**src/rtl/irq_status_agg.sv**
```systemverilog
module irq_status_agg (
  input  logic        clk,
  input  logic        rst_n,
  input  logic        req_fpu,
  input  logic        req_tick,
  input  logic        req_rst_btn,
  input  logic        req_wr_err,
  input  logic        req_net,
  input  logic        req_scsi,
  input  logic        req_opt1,
  input  logic        req_opt0,
  input  logic        req_ser,
  input  logic        rd_en,
  output logic [31:0] rd_data,
  output logic [5:0]  cpu_irq
);

  logic [8:0] raw, meta, sync;
  logic [5:0] grouped;
  logic [15:0] status_lo;

  assign raw = {req_fpu, req_tick, req_rst_btn, req_wr_err, req_net,
                req_scsi, req_opt1, req_opt0, req_ser};

  always_ff @(posedge clk) begin
    if (!rst_n) begin
      meta <= '0;
      sync <= '0;
    end else begin
      meta <= raw;
      sync <= meta;
    end
  end

  assign status_lo = {1'b0, sync[6:0], 8'h00};

  assign grouped = {sync[8], sync[6], sync[5], sync[7],
                    sync[4] | sync[3],
                    sync[2] | sync[1] | sync[0]};

  always_ff @(posedge clk) begin
    if (!rst_n) begin
      cpu_irq <= '0;
      rd_data <= '0;
    end else begin
      cpu_irq <= grouped;
      if (rd_en) rd_data <= {16'h0000, status_lo};
    end
  end

  logic [1:0] warm;
  always_ff @(posedge clk) begin
    if (!rst_n) warm <= '0;
    else if (warm != 2'd3) warm <= warm + 2'd1;
  end

  AST_DIRECT_LINES: assert property (@(posedge clk) disable iff (!rst_n)
    (warm == 2'd3) |-> cpu_irq[5:2] == $past({req_fpu, req_rst_btn, req_wr_err, req_tick}, 3));
  AST_LINE1_OR: assert property (@(posedge clk) disable iff (!rst_n)
    (warm == 2'd3) |-> cpu_irq[1] == $past(req_net || req_scsi, 3));
  AST_LINE0_OR: assert property (@(posedge clk) disable iff (!rst_n)
    (warm == 2'd3) |-> cpu_irq[0] == $past(req_ser || req_opt0 || req_opt1, 3));
  AST_READ_CAPTURE: assert property (@(posedge clk) disable iff (!rst_n)
    (warm == 2'd3) && $past(rd_en) |-> rd_data[14:8] ==
      $past({req_rst_btn, req_wr_err, req_net, req_scsi, req_opt1, req_opt0, req_ser}, 3));
  AST_READ_HOLD: assert property (@(posedge clk) disable iff (!rst_n)
    !rd_en |=> $stable(rd_data));

endmodule

```
**config.mk**
```make
export PLATFORM = sky130hd
export DESIGN_NAME = irq_status_agg
export DESIGN_NICKNAME = d
export VERILOG_FILES = /design/src/rtl/irq_status_agg.sv
export SDC_FILE = /design/constraint.sdc
export NUM_CORES = 1
export LEC_CHECK = 0
export ABC_AREA = 0
export CORE_MARGIN = 3
export CORE_UTILIZATION = 55
export CTS_BUF_LIST = sky130_fd_sc_hd__clkbuf_8
export CTS_CLUSTER_SIZE = 14
export DETAILED_ROUTE_END_ITERATION = 10
export DONT_BUFFER_PORTS = 1
export GPL_ROUTABILITY_DRIVEN = 0
export PLACE_DENSITY = 0.76
export SYNTH_ARGS = -nofsm -noshare
export SYNTH_HDL_FRONTEND = slang
export SYNTH_SLANG_ARGS = --single-unit
```
**constraint.sdc**
```tcl
create_clock -name clk -period 1.1 [get_ports clk]
set_clock_uncertainty 0.05 [all_clocks]
set_input_delay 0.055 -clock clk [delete_from_list [all_inputs] [get_ports clk]]
set_output_delay 0.055 -clock clk [all_outputs]
set_load 0.02 [all_outputs]
```
# Word-level counts from Yosys, hierarchy flattened

Cells that the tools add are included.

Bits in registers: 31
Bits of input ports: 12
Output and inout bits: 38
Logic and storage cells: 7

Bitwise logic cells: 3

Operators by type and width:

| cell         | count |
|---|---|
| $or A1 B1 Y1 | 3 |

# Depth between registers and ports, before layout

Word-level depth: 2
Mapped depth: 3
Mapped depth without buffers: 2

# Worst setup path after synthesis

Ideal clock, no wire load.

Path type: flip-flop to flip-flop
Start point: register sync[0]
End point: register cpu_irq[0]
Library setup time: 0.120 ns
Arrival time: 0.556 ns
Required time: 0.930 ns
Path slack: 0.375 ns
Cell stages (with the launch flop): 2
Path buffers: 0
Period minus slack after synthesis: 0.725 ns
Cells stage by stage: dfxtp_1 > o31a_1

Word-level cells in the longest chain between the ends: 1

RTL lines:

| item                     | RTL line | text |
|---|---|---|
| start: declaration       | 18       | `logic [8:0] raw, meta, sync;` |
| start signal: assignment | 31       | `sync <= meta;` |
| $or A1 B1 Y1             | 39       | `sync[2] \| sync[1] \| sync[0]};` |
| end signal: assignment   | 46       | `cpu_irq <= grouped;` |
| end: declaration         | 15       | `output logic [5:0] cpu_irq` |

Every way passes these cells.
A chain may end at the register's enable or synchronous reset.

# Worst setup path after layout

Start point: register rd_data[14]
End point: output port rd_data[14]

RTL lines:

| item                     | RTL line | text |
|---|---|---|
| start: declaration       | 14       | `output logic [31:0] rd_data,` |
| start signal: assignment | 47       | `if (rd_en) rd_data <= {16'h0000, status_lo};` |

No word-level cell between the ends.

==> impl_summary.log <==
[metrics] result of the run: completed
[metrics] P per Cell Area: 1940 nW/um^2
[metrics] area share of the leading cell type in the synthesized netlist: 0.561
[metrics] crit path max fanout: 2
[metrics] critical path, cell by cell: buf_4
[metrics] H-tree depth: 2
[metrics] DRC violation count after routing: 0
[metrics] dominant delay contributor by cell family on the critical path: flip-flops
[metrics] critical path type: reg2out
[metrics] worst-case register-to-register setup slack: ~300 ps
[metrics] LEAKAGE: around 0.0006 uW
[metrics] required time of the critical path: 1000 ps
[metrics] Total Wirelength: 1.51 mm
[metrics] Synthesis Warnings: 0
[metrics] unrepaired setup endpoints after global routing: no
[metrics] floorplan die area: 2590 sq um
[metrics] mean cell area of the mapped netlist: around 11 sq um
[metrics] share of cell area taken by muxes after synthesis: 0.0633
[metrics] overall die height: 50.8 um
[metrics] XOR/XNOR share of the synthesized area: 0
[metrics] simple-gate share of the synthesized area: 0.164
[metrics] count of max-cap constraint violations: 0
[metrics] initial antenna violation count: 0
[metrics] die outline width: roughly 51 um
[metrics] area delta synth->final: 15.4%
[metrics] Hold Crit Class: reg2reg
[metrics] I/O pins: 50
[metrics] number of max-slew violations in the final report: 0
[metrics] CTS Root Buffer Type: clkbuf_8
[metrics] number of setup buffers added after CTS: 0
[metrics] CP max-delay cell: dfxtp_1
[metrics] critical path data arrival time: 740 ps
[metrics] Synth Area in Adders: 0
[metrics] clock insertion delay at the later pin of the skew report: 270 ps
[metrics] Cell Count, Final, Fillers Out: 142
[metrics] final-stage net count: 128
[metrics] count of vias placed by the detailed router: 570
[metrics] crit-path max cell delay: 330 ps
[metrics] number of core rows: 15
[metrics] grt total ovfl: 0
[metrics] CTS tree: yes
[metrics] total CTS buffers: 5
[metrics] count of port buffers added during placement: 0
[metrics] hpwl dp: roughly 940 um
[metrics] category of the worst setup path capture point: primary output
[metrics] remaining max-slew budget at the tightest pin: 0.579
[metrics] Post-Syn Area: around 1100 sq um
[metrics] number of global-route vias before repair: around 550
[metrics] worst path buffer plus inverter count: 1
[metrics] maximum number of pins on one net before global-route repair: 27
[metrics] dominant combinational cell family by area after synthesis: buffers and inverters
[metrics] Starting DRT DRC Count: 1
[metrics] element type at the critical path start: flip-flop
[metrics] global-route usage over all layers: 0.129
[metrics] Fin. Hold Viols: 0
[metrics] remaining antenna violation count after routing: 0
[metrics] fraction of layout instances using a drive strength above 1: 0.103
[metrics] final clock period utilization by the worst path: 0.768
[metrics] setup total negative slack: 0 ps
[metrics] library cell occupying the most area in the post-synthesis netlist: dfxtp_1
[metrics] worst slew pin tran: roughly 630 ps
[metrics] Netlist cell types: 11
[metrics] synthesis-stage register bit count: 31
[metrics] highest clock frequency the design can meet: between 1 and 1.5 GHz
[metrics] count of final setup violators: 0
[metrics] synthesized netlist cell count: 99
[metrics] number of inserted diodes: 0
[metrics] clk sinks: 31
[metrics] largest cells by area after synthesis: dfxtp_1, buf_4, and2_1
[metrics] post-CTS clock slew at the launch and capture registers of the worst setup and hold paths: 60 ps
[metrics] clock tree buffer depth: 2
[metrics] router iterations before antenna repair: 2
[metrics] starting density of the core: 0.608
[metrics] Cell Count Post-Placement: between 100 and 150
[metrics] DR WL/cell: 10.6 um
[metrics] placeable core region: 1820 sq um
[metrics] sequential cell area fraction in the yosys report: 0.561
[metrics] worst-case vdd ir drop: 1.66 mV
[metrics] wire length of the first global-routing pass: 2.30 mm
[metrics] compound-cell area share of the yosys netlist: 0.0147
[metrics] crit path time final: 844 ps
[metrics] via-per-instance ratio: roughly 4.0
-- kinds of logic (layout without fill, tap and decap cells) --
kind of cell,count (synthesis),count (layout)
other cells,1,25
simple gates,29,29
buf+inv,29,23
compound gates,2,2
flops,31,31
mux,7,7
-- what timing repair did --
action | 4_1_cts | 5_1_grt
endpoints found under the hold margin | 31 | 0
hold buffers | 11 | 0
setup endpoints to repair | 0 | 26
gates resized for setup | 0 | 2
-- worst paths after layout --
| kind | startpoint | to | cells after the start |
|---|---|---|---|
| hold reg to reg | meta[6] | sync[6] | 1 |
| setup / recovery | rd_data[14] | rd_data[14] | 1 |
| hold / removal | meta[6] | sync[6] | 1 |
| setup reg to reg | rd_data[12] | rd_data[12] | 2 |
-- final cells by class --
class                           instances  area, sq um
Clock buffer                            6         82.6
Clock inverter                          2         35.0
Fill cell                             143          544
Multi-Input combinational cell         63          362
Sequential cell                        31          621
Tap cell                               25         31.3
Timing Repair Buffer                   15          145
-- cell usage in the layout (no fill, tap or decap), drive strengths merged --
cell / count
dfxtp: 31
conb: 25
and2: 22
dlygate4sd3: 9
mux2i: 7
nor2b: 7
clkbuf: 6
buf: 4
dlymetal6s4s: 2
o21a: 1
o31a: 1
clkinv: 1
bufinv: 1
-- where the power goes --
group | switching, uW | total, uW | internal (uW)
sequential | 27.8 | 1200 | 1170
clock | 366 | 1100 | 731
combinational | 114 | 177 | 63.5
total | 507 | 2470 | 1960
-- cell usage after synthesis --
cell type  number
o21a_1          1
nor2b_1         7
and2_1         22
buf_4          25
buf_6           1
dfxtp_1        31
buf_2           2
clkbuf_2        1
mux2i_1         7
o31a_1          1
conb_1          1
-- per-layer routing --
layer | vias to the layer above | GRT usage | wire length (um)
met5 | - | 0 | 0
met4 | 0 | 0.0538 | 13
met3 | 2 | 0.0875 | 118
li1 | 288 | - | -
met1 | 258 | 0.127 | 555
met2 | 22 | 0.209 | 821
-- flip-flops by register name (all words and copies together), names as in the netlist --
signal	flops
cpu_irq	6
meta	9
rd_data	7
sync	9
-- per-stage QoR --
step	util	instance area [sq um]	total power [uW]	worst slack, ps	hold slack (ps)
2_1_floorplan	-	1200	1420	375	127
3_3_place_gp	0.573	1040	1350	358	127
3_5_place_dp	0.573	1040	1350	329	127
4_1_cts	0.698	1270	2500	1.38	381
5_1_grt	0.701	1280	2570	208	382
6_report	0.701	1280	2470	256	381
Note: power is estimated with default switching activity, not from simulation.
